$ cat config.mk
export PLATFORM = sky130hd
export DESIGN_NAME = vector_sequencer
export DESIGN_NICKNAME = d
export VERILOG_FILES = /design/src/rtl/vecseq_pkg.sv /design/src/rtl/irq_arbiter.sv /design/src/rtl/vec_fetch_fsm.sv /design/src/rtl/vector_sequencer.sv
export SDC_FILE = /design/constraint.sdc
export NUM_CORES = 1
export LEC_CHECK = 0
export BUFFER_PORTS_ARGS = -buffer_cell sky130_fd_sc_hd__buf_2
export CAP_MARGIN = 20
export CORE_MARGIN = 2
export CORE_UTILIZATION = 40
export DETAILED_ROUTE_END_ITERATION = 10
export HOLD_SLACK_MARGIN = 0.15
export PLACE_DENSITY = 0.8
export REMOVE_ABC_BUFFERS = 1
export SYNTH_ARGS = -nofsm -noshare
export SYNTH_HDL_FRONTEND = slang
export SYNTH_SLANG_ARGS = --single-unit
$ cat constraint.sdc
create_clock -name clk -period 3.3 [get_ports clk]
set_clock_uncertainty 0.15 [all_clocks]
set_input_delay 0 -clock clk [delete_from_list [all_inputs] [get_ports clk]]
set_output_delay 0 -clock clk [all_outputs]
set_load 0.01 [all_outputs]
$ cat src/rtl/vecseq_pkg.sv
package vecseq_pkg;
    localparam int ADDR_W  = 24;
    localparam int DATA_W  = 16;
    localparam int NUM_IRQ = 7;
    localparam int IDX_W   = $clog2(NUM_IRQ + 1);
    localparam int HI_W    = ADDR_W - DATA_W;

    typedef enum logic [1:0] {
        ST_IDLE,
        ST_RD_HI,
        ST_RD_LO,
        ST_LOAD
    } seq_state_e;

    typedef struct packed {
        logic [HI_W-1:0]   hi;
        logic [DATA_W-1:0] lo;
    } target_t;

    // word address of one half of a table entry
    function automatic logic [ADDR_W-1:0] entry_addr(input logic [IDX_W-1:0] idx,
                                                     input logic odd);
        return ADDR_W'({idx, odd});
    endfunction
endpackage

$ cat src/rtl/irq_arbiter.sv
module irq_arbiter
    import vecseq_pkg::*;
(
    input  logic [NUM_IRQ-1:0] req,
    output logic               valid,
    output logic [IDX_W-1:0]   idx
);
    always_comb begin
        idx = '0;
        // scan downward so the lowest active line is written last
        for (int i = NUM_IRQ - 1; i >= 0; i--) begin
            if (req[i]) idx = IDX_W'(i + 1);
        end
    end
    assign valid = |req;
endmodule

$ cat src/rtl/vec_fetch_fsm.sv
module vec_fetch_fsm
    import vecseq_pkg::*;
(
    input  logic              clk,
    input  logic              rst,
    input  logic              start,
    input  logic [IDX_W-1:0]  start_idx,
    input  logic              mem_ready,
    input  logic [DATA_W-1:0] mem_rdata,
    output logic              mem_req,
    output logic [ADDR_W-1:0] mem_addr,
    output logic              busy,
    output logic              load,
    output target_t           target,
    output logic [IDX_W-1:0]  cur_idx
);
    seq_state_e state_q;
    target_t    tgt_q;
    logic [IDX_W-1:0] idx_q;

    always_ff @(posedge clk) begin
        if (rst) begin
            state_q <= ST_RD_HI;
            idx_q   <= '0;
            tgt_q   <= '0;
        end else begin
            unique case (state_q)
                ST_IDLE: if (start) begin
                    state_q <= ST_RD_HI;
                    idx_q   <= start_idx;
                end
                ST_RD_HI: if (mem_ready) begin
                    tgt_q.hi <= mem_rdata[HI_W-1:0];
                    state_q  <= ST_RD_LO;
                end
                ST_RD_LO: if (mem_ready) begin
                    tgt_q.lo <= mem_rdata;
                    state_q  <= ST_LOAD;
                end
                ST_LOAD: state_q <= ST_IDLE;
                default: state_q <= ST_IDLE;
            endcase
        end
    end

    assign mem_req  = (state_q == ST_RD_HI) || (state_q == ST_RD_LO);
    assign mem_addr = entry_addr(idx_q, state_q == ST_RD_LO);
    assign busy     = state_q != ST_IDLE;
    assign load     = state_q == ST_LOAD;
    assign target   = tgt_q;
    assign cur_idx  = idx_q;
endmodule

$ cat src/rtl/vector_sequencer.sv
module vector_sequencer
    import vecseq_pkg::*;
(
    input  logic               clk,
    input  logic               rst,
    input  logic [NUM_IRQ-1:0] irq_req,
    input  logic               insn_boundary,
    input  logic               ien_set,
    input  logic               ien_clr,
    output logic               ien,
    output logic               mem_req,
    output logic [ADDR_W-1:0]  mem_addr,
    input  logic [DATA_W-1:0]  mem_rdata,
    input  logic               mem_ready,
    output logic               busy,
    output logic               pc_load,
    output logic [ADDR_W-1:0]  pc_value,
    output logic [NUM_IRQ-1:0] irq_ack
);
    logic             arb_valid;
    logic [IDX_W-1:0] arb_idx;
    logic [IDX_W-1:0] cur_idx;
    logic             take;
    logic             ien_q;
    target_t          target;

    irq_arbiter u_arb (
        .req   (irq_req),
        .valid (arb_valid),
        .idx   (arb_idx)
    );

    assign take = !busy && insn_boundary && ien_q && arb_valid;

    always_ff @(posedge clk) begin
        if (rst)                    ien_q <= 1'b0;
        else if (take || ien_clr)   ien_q <= 1'b0;
        else if (ien_set)           ien_q <= 1'b1;
    end
    assign ien = ien_q;

    vec_fetch_fsm u_fsm (
        .clk       (clk),
        .rst       (rst),
        .start     (take),
        .start_idx (arb_idx),
        .mem_ready (mem_ready),
        .mem_rdata (mem_rdata),
        .mem_req   (mem_req),
        .mem_addr  (mem_addr),
        .busy      (busy),
        .load      (pc_load),
        .target    (target),
        .cur_idx   (cur_idx)
    );

    assign pc_value = target;

    for (genvar g = 0; g < NUM_IRQ; g++) begin : g_ack
        assign irq_ack[g] = pc_load && (cur_idx == IDX_W'(g + 1));
    end
endmodule

==> results of run 1 <==
critical path: stages, from the launching register on:
cell	delay, ns
sky130_fd_sc_hd__dfxtp_1	0.35
sky130_fd_sc_hd__inv_1	0.12
sky130_fd_sc_hd__ha_1	0.24
sky130_fd_sc_hd__nand3_1	0.15
sky130_fd_sc_hd__a21oi_2	0.25
sky130_fd_sc_hd__o311ai_1	0.14
sky130_fd_sc_hd__dlygate4sd3_1	0.58
sky130_fd_sc_hd__a21oi_1	0.13
sky130_fd_sc_hd__dlygate4sd3_1	0.55
per-layer routing:
metal	track usage [%]	part of all wire [%]	up-vias
li1	-	-	774
met1	20.2	41	678
met2	35.5	50	63
met3	5.11	7.2	7
met4	7.18	1.4	0
met5	0	0	-
sequential cells by signal, summed over array words and instances (netlist names):
name and count:
u_fsm.cur_idx 3, u_fsm.target 24, ien 1, u_fsm.state_q 2
worst paths after layout:
check	from	endpoint	slack [ns]	cells past startpoint
max	u_fsm.state_q[0]	u_fsm.cur_idx[1]	0.59	8
max reg2reg	u_fsm.state_q[0]	u_fsm.cur_idx[1]	0.59	8
min	irq_req[5]	u_fsm.state_q[0]	0.22	4
min reg2reg	u_fsm.target[2]	u_fsm.target[2]	0.31	2
cell usage after synthesis (2+ instances only):
library cell	number
sky130_fd_sc_hd__a21oi_1	27
sky130_fd_sc_hd__buf_2	4
sky130_fd_sc_hd__buf_4	20
sky130_fd_sc_hd__clkbuf_1	2
sky130_fd_sc_hd__dfxtp_1	30
sky130_fd_sc_hd__ha_1	5
sky130_fd_sc_hd__inv_1	6
sky130_fd_sc_hd__nand2_1	44
sky130_fd_sc_hd__nand2b_1	5
sky130_fd_sc_hd__nand3_1	9
sky130_fd_sc_hd__nor2_1	11
sky130_fd_sc_hd__nor3_1	5
cell type report:
cell class                 instances  share of cell area, %
clock buffer                       5                   1.71
clock inverter                     2                  0.456
inverter                           6                   1.03
multi-input combinational        138                   32.0
sequential                        30                   27.4
tap                               46                   2.62
timing repair buffer             110                   34.9
metrics by stage:
step,instances,utilization (%)
floorplan,174,-
global placement,287,50.3
detailed placement,287,50.3
CTS,337,64.3
global route,337,64.3
finish,337,64.3
where the power goes:
group	switching (mW)	internal, mW
clock network	0.122	0.0763
registers	0.0285	0.404
logic	0.220	0.165
total	0.370	0.646
logic make-up (layout without fill, tap and decap cells):
logic type	count (synthesis)	count (layout)	share of synthesized area, %
simple gates	77	77	23.5
compound gates	35	35	14.6
buf+inv	34	123	15.4
flops	30	30	41.3
fa+ha+maj	5	5	4.30
other cells	1	20	0.258
mux	1	1	0.688
==> results.py, run 1 <==
metrics = {
    "detailed_routing": {
        "routed-via-count": 1522,
        "iteration_0_drc_markers": 72,
        "remaining_drc_errors": 0,
        "drt_wl_total_mm": 3.76,
        "antenna_violating_nets_post_route": 0,
        "dr.pass1.iters": 4,
        "wl_cell_um": 11.2,
        "post_drt_via_cell_ratio": 4.52,
    },
    "sta": {
        "fin_worst_hold_slack_ns": 0.218,
        "max_freq_mhz": 370,
        "final_period_minus_worst_setup_slack_ns": 2.71,
        "grt_setup_unrepaired": "no",
        "timing.final.setup_violations": 0,
        "min_period_over_period_pct": 82.0,
        "postLayoutSetupSlackWorst_ns": 0.594,
        "timing.max_slew.rel_slack_pct": 62.3,
        "worstMarginPinSlew_ns": 0.566,
        "timing_hold_violations_final": 0,
        "fin_tns_setup_ns": 0,
        "final_max_slew_viol_count": 0,
    },
    "cts": {
        "clock_path_buffers": 2,
        "cts.sink_count": 30,
        "cts.htree.levels": 2,
        "tritoncts": "yes",
        "clkLatencyLatePin_ns": 0.32,
        "clock_tree.root_cell": "sky130_fd_sc_hd__clkbuf_4",
        "cts.repair.resized": 0,
        "cts_inserted_buffers": 5,
        "cts_hold_buf": 43,
        "clock_slew_at_reported_path_ffs_ns": 0.08,
        "postCtsSetupRepairBufs": 0,
    },
    "floorplan": {
        "height_of_the_die_um": 64.3,
        "floorplan.die.width_um": 64.3,
        "floorplan.core_area_um2": 3420,
        "initial_util_pct": 42.6,
        "dieArea_um2": 4140,
        "num_rows": 21,
        "floorplan.io_pins": 88,
    },
    "finish": {
        "layout_area_overhead_pct": 50.9,
        "layout-drive-gt1-share_pct": 26.5,
        "multi_input_comb_area_um2": 702,
        "layout.filler_cells": 306,
        "layout.nets": 325,
        "regArea_um2": 601,
        "n_antenna_cell": 0,
        "mostFrequentLayoutCell": "sky130_fd_sc_hd__buf_2",
        "final_cell_area_um2": 2200,
        "most-common-layout-cells": "sky130_fd_sc_hd__buf_2 (67), sky130_fd_sc_hd__nand2_1 (44), sky130_fd_sc_hd__dlygate4sd3_1 (43)",
    },
    "status": {
        "run_status": "finished clean",
    },
    "synthesis": {
        "synthesis.yosys.warnings": 0,
        "yosys-top-cells-area": "sky130_fd_sc_hd__dfxtp_1 (41%), sky130_fd_sc_hd__nand2_1 (11%), sky130_fd_sc_hd__buf_4 (10%)",
        "synthDominantCellAreaShare_pct": 41.3,
        "synth_cell_types": 27,
        "avgSynthCellArea_um2": 7.95,
        "gate_count_after_technology_mapping": 183,
        "synth_seq_area_share_pct": 41.3,
        "post_synthesis_register_bit_count": 30,
        "async_reset_ff_share_pct": 0,
        "post_syn_area_um2": 1460,
        "number_of_synthesized_flops_with_an_enable_pin": 0,
        "netlist.top_cell.by_area": "sky130_fd_sc_hd__dfxtp_1",
        "leading_register_cell_type_out_of_synthesis": "sky130_fd_sc_hd__dfxtp_1",
    },
    "worst_setup_path": {
        "worstPathMaxFanout": 5,
        "worstSetupStartpointType": "flop",
        "path_class": "reg2reg",
        "worst_setup_end_kind": "flop",
        "cp.arrival_ns": 2.83,
        "required_ns": 3.42,
    },
    "global_route": {
        "grt_usage_pct": 19.0,
        "grt_pass1_vias": 1511,
        "grt_pass1_wl_mm": 6.15,
        "number_of_antenna_violations_at_the_first_check_in_global_routing": 0,
        "globalRouteOverflowTotal": 0,
        "grt_max_degree": 32,
    },
    "placed_design": {
        "place_worst_setup_slack_ns": 1.40,
        "finalWeightedCongestion": 0.787,
        "post_dp_cell_area_um2": 1720,
        "port-buffer-count": 67,
        "dp.final_hpwl_mm": 2.41,
    },
    "power": {
        "design_power_total_mw": 1.02,
        "static-leakage-power_nw": 1.09,
        "cellPowerDensity_nw_per_um2": 462,
        "ir_worst_vdd_mv": 0.371,
    },
    "hold_path": {
        "worst_hold_path_type": "in2reg",
    },
    "flow_run": {
        "maxCapViolations": 0,
    },
}
Power figures use the tool's default switching activity.
==> run 2, diff against run 1 <==
ABC_AREA = 1   (was unset)
PLACE_DENSITY = 0.81   (was 0.8)
clock period = 2.8 ns   (was 3.3 ns; I/O delays follow)
==> run 2 against run 1 <==
Net effect:
- sequential share of layout area increased by 0.32 points
- utilization increased by 0.26 points
- hold slack worse by 0.075 ns
- via count is 4.3% higher
- fmax up 4.5%
- global-route usage up 1.4 points
- critical path type unchanged
- critical endpoint is now u_fsm.cur_idx[0]
- largest cell class unchanged
==> results.py, run 2 <==
metrics = {
    "status": {
        "run_status": "finished clean",
    },
    "power": {
        "power_frac_comb_pct": 38.7,
        "cellPowerDensity_nw_per_um2": 624,
        "swShare_pct": 37.1,
        "ir_worst_vdd_mv": 0.330,
        "share_seq_of_total_power_pct": 41.0,
        "static-leakage-power_nw": 1.11,
        "switching_power_mw": 0.503,
        "pwr-share-clk_pct": 20.3,
        "internal_power_mw": 0.852,
    },
    "sta": {
        "fin_tns_setup_ns": 0,
        "grt_setup_unrepaired": "no",
        "min_period_over_period_pct": 92.5,
        "final_period_minus_worst_setup_slack_ns": 2.59,
        "max_freq_mhz": 386,
        "timing_hold_violations_final": 0,
        "final_max_slew_viol_count": 0,
        "timing.final.setup_violations": 0,
    },
    "cts": {
        "clock_tree.root_cell": "sky130_fd_sc_hd__clkbuf_4",
        "tritoncts": "yes",
        "postCtsSetupRepairBufs": 0,
        "clkLatencyLatePin_ns": 0.33,
        "cts.htree.levels": 2,
        "clock_path_buffers": 2,
        "cts.sink_count": 30,
        "clock_slew_at_reported_path_ffs_ns": 0.10,
        "cts_inserted_buffers": 5,
    },
    "finish": {
        "most-common-layout-cells": "sky130_fd_sc_hd__buf_2 (67), sky130_fd_sc_hd__nor2_1 (63), sky130_fd_sc_hd__dlygate4sd3_1 (39)",
        "mostFrequentLayoutCell": "sky130_fd_sc_hd__buf_2",
        "layout.filler_cells": 296,
        "layout_area_overhead_pct": 53.4,
        "final_core_utilization_pct": 64.5,
        "layout.nets": 338,
        "layout-drive-gt1-share_pct": 28.5,
        "n_antenna_cell": 0,
        "largest_register_ffs": 24,
    },
    "floorplan": {
        "floorplan.die.width_um": 63.5,
        "height_of_the_die_um": 63.5,
        "dieArea_um2": 4030,
        "floorplan.io_pins": 88,
        "initial_util_pct": 42.1,
        "floorplan.core_area_um2": 3360,
        "num_rows": 21,
    },
    "synthesis": {
        "yosys-top-cells-area": "sky130_fd_sc_hd__dfxtp_1 (42%), sky130_fd_sc_hd__nor2_1 (17%), sky130_fd_sc_hd__buf_4 (11%)",
        "synth_cell_types": 20,
        "number_of_synthesized_flops_with_an_enable_pin": 0,
        "post_synthesis_register_bit_count": 30,
        "synthesis.yosys.warnings": 0,
        "avgSynthCellArea_um2": 7.22,
        "leading_register_cell_type_out_of_synthesis": "sky130_fd_sc_hd__dfxtp_1",
        "yosys.cell_count.top_type": "sky130_fd_sc_hd__nor2_1",
        "async_reset_ff_share_pct": 0,
        "ys_top_cells_by_count": "sky130_fd_sc_hd__nor2_1 (63), sky130_fd_sc_hd__dfxtp_1 (30), sky130_fd_sc_hd__o21ai_0 (25), sky130_fd_sc_hd__buf_4 (21), sky130_fd_sc_hd__nand2_1 (16)",
        "synth_seq_area_share_pct": 42.4,
        "synthDominantCellAreaShare_pct": 42.4,
        "post_syn_area_um2": 1420,
        "gate_count_after_technology_mapping": 196,
        "netlist.top_cell.by_area": "sky130_fd_sc_hd__dfxtp_1",
    },
    "flow_run": {
        "maxCapViolations": 0,
    },
    "global_route": {
        "grt_pass1_vias": 1500,
        "grt_max_degree": 29,
        "grt_pass1_wl_mm": 6.42,
        "grt_usage_pct": 20.4,
        "globalRouteOverflowTotal": 0,
        "number_of_antenna_violations_at_the_first_check_in_global_routing": 0,
    },
    "worst_setup_path": {
        "worstSetupStartpointType": "flop",
        "regToRegSetupSlack_ns": 0.21,
        "required_ns": 2.88,
        "worst_setup_end_kind": "flop",
        "cp.arrival_ns": 2.67,
        "path_class": "reg2reg",
        "worstPathMaxFanout": 5,
    },
    "placed_design": {
        "port-buffer-count": 67,
        "finalWeightedCongestion": 0.762,
        "dp.final_hpwl_mm": 2.37,
    },
    "detailed_routing": {
        "wl_cell_um": 11.1,
        "post_drt_via_cell_ratio": 4.52,
        "antenna_violating_nets_post_route": 0,
        "dr.pass1.iters": 6,
        "routed-via-count": 1588,
        "drt_wl_total_mm": 3.89,
        "remaining_drc_errors": 0,
        "iteration_0_drc_markers": 61,
    },
    "hold_path": {
        "worst_hold_path_type": "in2reg",
    },
}
-- run 2: routing by layer --
metal,vias up,track usage [%],part of all wire (%)
met4,0,7.88,2.1
met1,703,21.4,41
met5,-,0,0
li1,792,-,-
met3,12,6.43,8.2
met2,81,37.6,49
-- run 2: metrics by stage --
step | cells | area [µm²] | hold slack, ns | setup WS [ns] | power, mW
CTS | 352 | 2170 | 0.317 | 0.0611 | 1.35
global placement | 304 | 1710 | 0.0241 | 1.26 | 1.01
detailed placement | 304 | 1710 | 0.0266 | 1.19 | 1.03
finish | 351 | 2170 | 0.142 | 0.211 | 1.36
global route | 351 | 2170 | 0.209 | 0.0104 | 1.46
floorplan | 191 | 1320 | -0.0776 | 1.39 | 0.859
-- run 2: logic make-up after synthesis --
family / after synthesis / share of synthesized area (%)
simple gates: 90 / 25.4
compound gates: 33 / 12.0
flops: 30 / 42.4
fa+ha+maj: 5 / 4.42
buf+inv: 37 / 15.5
other cells: 1 / 0.265
-- run 2: critical path, stage by stage (launching register included) --
cell	delay, ns
sky130_fd_sc_hd__dfxtp_1	0.36
sky130_fd_sc_hd__inv_2	0.09
sky130_fd_sc_hd__ha_2	0.20
sky130_fd_sc_hd__nand2_1	0.07
sky130_fd_sc_hd__nor2_2	0.11
sky130_fd_sc_hd__nand2_1	0.09
sky130_fd_sc_hd__nand2_2	0.10
sky130_fd_sc_hd__nand2_1	0.07
sky130_fd_sc_hd__nor2_1	0.10
sky130_fd_sc_hd__dlygate4sd3_1	0.56
sky130_fd_sc_hd__nor2_1	0.04
sky130_fd_sc_hd__dlygate4sd3_1	0.54
-- run 2: final cells by class --
class | instances | area (µm²) | area share (%)
clock buffers | 6 | 51.3 | 2.36
clock inverters | 2 | 12.5 | 0.576
inverters | 13 | 48.8 | 2.25
multi-input cells | 148 | 674 | 31.1
flip-flops and latches | 30 | 601 | 27.7
well taps | 46 | 57.6 | 2.65
repair buffers | 106 | 726 | 33.4
-- run 2: what timing repair did --
item	4_1_cts	5_1_grt
setup endpoints to repair	0	1
endpoints found under the hold margin	30	0
gates resized for setup	0	5
hold buffers	40	0
-- run 2: power groups by stage --
stage / logic, mW / clock network [mW] / registers [mW]
6_report: 0.524 / 0.275 / 0.556
5_1_grt: 0.592 / 0.302 / 0.567
4_1_cts: 0.514 / 0.279 / 0.553
3_5_place_dp: 0.466 / 0 / 0.563
3_3_place_gp: 0.451 / 0 / 0.563
2_1_floorplan: 0.270 / 0 / 0.589
-- run 2: path summary, 6_finish.rpt --
path         cells after the start          endpoint              from
max                             11  u_fsm.cur_idx[0]  u_fsm.state_q[0]
min                              7  u_fsm.state_q[0]        irq_req[0]
max reg2reg                     11  u_fsm.cur_idx[0]  u_fsm.state_q[0]
min reg2reg                      2  u_fsm.target[23]  u_fsm.target[23]
==> run 3, diff against run 2 <==
==> constraint.sdc (replaced) <==
create_clock -name clk -period 2.8 [get_ports clk]
set_clock_uncertainty 0.15 [all_clocks]
set_input_delay 0.56 -clock clk [delete_from_list [all_inputs] [get_ports clk]]
set_output_delay 0.56 -clock clk [all_outputs]
set_load 0.01 [all_outputs]
==> run 3 against run 2 <==
Net effect:
- global-route usage fell by 6.0 points
- die area stayed put
- first-iteration DRC count increased by 3.3%
- total power is 6.4% lower
- cell count shrank 11%
- critical path depth is 7 lower
==> results.py, run 3 (synthesis results as in run 2) <==
metrics = {
    "finish": {
        "layout-drive-gt1-share_pct": 30.5,
        "layout_area_overhead_pct": 25.0,
        "most-common-layout-cells": "sky130_fd_sc_hd__buf_2 (67), sky130_fd_sc_hd__nor2_1 (63), sky130_fd_sc_hd__dfxtp_1 (30)",
        "n_antenna_cell": 0,
        "regArea_um2": 601,
        "layout.filler_cells": 373,
        "mostFrequentLayoutCell": "sky130_fd_sc_hd__buf_2",
        "final_core_utilization_pct": 52.6,
        "finish.cell_count_without_fillers": 312,
        "multi_input_comb_area_um2": 667,
        "layout.nets": 299,
        "largest_register_ffs": 24,
    },
    "cts": {
        "cts_hold_buf": 0,
        "clock_slew_at_reported_path_ffs_ns": 0.09,
        "clock_path_buffers": 2,
        "cts.htree.levels": 2,
        "clock_tree.root_cell": "sky130_fd_sc_hd__clkbuf_4",
        "cts_inserted_buffers": 5,
        "clkLatencyLatePin_ns": 0.31,
        "cts.repair.resized": 0,
        "tritoncts": "yes",
        "cts.sink_count": 30,
        "postCtsSetupRepairBufs": 0,
    },
    "sta": {
        "min_period_over_period_pct": 71.3,
        "grt_setup_unrepaired": "no",
        "timing_hold_violations_final": 0,
        "final_period_minus_worst_setup_slack_ns": 2.00,
        "timing.final.setup_violations": 0,
        "final_max_slew_viol_count": 0,
        "fin_tns_setup_ns": 0,
        "max_freq_mhz": 501,
    },
    "power": {
        "static-leakage-power_nw": 0.944,
        "ir_worst_vdd_mv": 0.300,
        "power_frac_comb_pct": 36.0,
        "cellPowerDensity_nw_per_um2": 717,
        "pwr-share-clk_pct": 20.7,
        "internal_power_mw": 0.807,
        "switching_power_mw": 0.462,
        "share_seq_of_total_power_pct": 43.3,
        "design_power_total_mw": 1.27,
        "swShare_pct": 36.4,
    },
    "worst_setup_path": {
        "worst_setup_end_kind": "output pin",
        "worstSetupStartpoint": "u_fsm.state_q[1]",
        "path_class": "reg2out",
        "worstSetupStartpointType": "flop",
        "regToRegStartpoint": "u_fsm.state_q[0]",
        "cp.arrival_ns": 1.29,
        "required_ns": 2.09,
        "regToRegSetupSlack_ns": 1.17,
        "worstPathMaxFanout": 4,
    },
    "flow_run": {
        "maxCapViolations": 0,
    },
    "detailed_routing": {
        "remaining_drc_errors": 0,
        "dr.pass1.iters": 4,
        "wl_cell_um": 9.47,
        "routed-via-count": 1366,
        "antenna_violating_nets_post_route": 0,
        "post_drt_via_cell_ratio": 4.38,
        "drt_wl_total_mm": 2.96,
        "iteration_0_drc_markers": 63,
    },
    "global_route": {
        "grt_pass1_vias": 1063,
        "grt_max_degree": 29,
        "grt_met1_usage_pct": 17.8,
        "groute.layer.met2.usage_pct": 23.2,
        "number_of_antenna_violations_at_the_first_check_in_global_routing": 0,
        "grt_pass1_wl_mm": 4.62,
        "globalRouteOverflowTotal": 0,
        "groute.layer.met3.usage_pct": 4.46,
        "grt_usage_pct": 14.5,
        "grt_most_used_layer": "met2",
    },
    "placed_design": {
        "finalWeightedCongestion": 0.764,
        "dp.final_hpwl_mm": 2.22,
        "placed_cells_incl_taps": 304,
        "port-buffer-count": 67,
    },
    "floorplan": {
        "floorplan.die.width_um": 63.5,
        "floorplan.core_area_um2": 3360,
        "floorplan.io_pins": 88,
        "height_of_the_die_um": 63.5,
        "num_rows": 21,
        "initial_util_pct": 42.1,
        "dieArea_um2": 4030,
    },
    "status": {
        "run_status": "finished clean",
    },
    "hold_path": {
        "worst_hold_path_type": "in2reg",
        "holdCritStartpoint": "ien_clr",
    },
}
==> run 3: cell count changes in the layout (fill, tap and decap cells not counted), sizes merged <==
| cell | change |
|---|---|
| clkbuf | +1 |
| dlygate4sd3 | -39 |
| clkinvlp | -1 |
==> run 3: critical path, stage by stage (launching register included) <==
cell	delay [ns]
sky130_fd_sc_hd__dfxtp_1	0.39
sky130_fd_sc_hd__ha_1	0.19
sky130_fd_sc_hd__nand2_1	0.11
sky130_fd_sc_hd__nor3_1	0.13
sky130_fd_sc_hd__buf_2	0.15
==> run 3: area by class of cell <==
| class | instances | area share [%] |
|---|---|---|
| well taps | 46 | 3.25 |
| flip-flops and latches | 30 | 33.9 |
| multi-input cells | 148 | 37.7 |
| repair buffers | 67 | 19.0 |
| clock buffers | 7 | 3.11 |
| inverters | 13 | 2.76 |
| clock inverters | 1 | 0.283 |
==> run 3: metrics by stage <==
step                hold WS [ns]  cell area (µm²)  setup slack [ns]
global placement           0.307             1710              1.16
floorplan                  0.329             1320              1.12
finish                     0.250             1770             0.805
CTS                        0.228             1770             0.787
detailed placement         0.318             1710              1.15
global route               0.223             1770             0.647
==> run 3: routing by layer <==
layer / vias up / part of all wire, %
li1: 716 / -
met1: 585 / 44
met2: 62 / 46
met3: 3 / 9.5
met4: 0 / 0.78
met5: - / 0
==> run 3: final timing paths <==
| check | end | depth (start not counted) |
|---|---|---|
| worst max-delay path | irq_ack[3] | 4 |
| worst min-delay path | ien | 2 |
| worst max register to register | u_fsm.target[13] | 6 |
| worst min register to register | u_fsm.target[17] | 2 |
==> run 3: power groups by stage <==
stage	logic, mW	registers (mW)	clock network, mW
5_1_grt	0.520	0.562	0.299
2_1_floorplan	0.270	0.589	0
3_3_place_gp	0.460	0.557	0
4_1_cts	0.466	0.551	0.275
3_5_place_dp	0.464	0.560	0
6_report	0.457	0.550	0.262
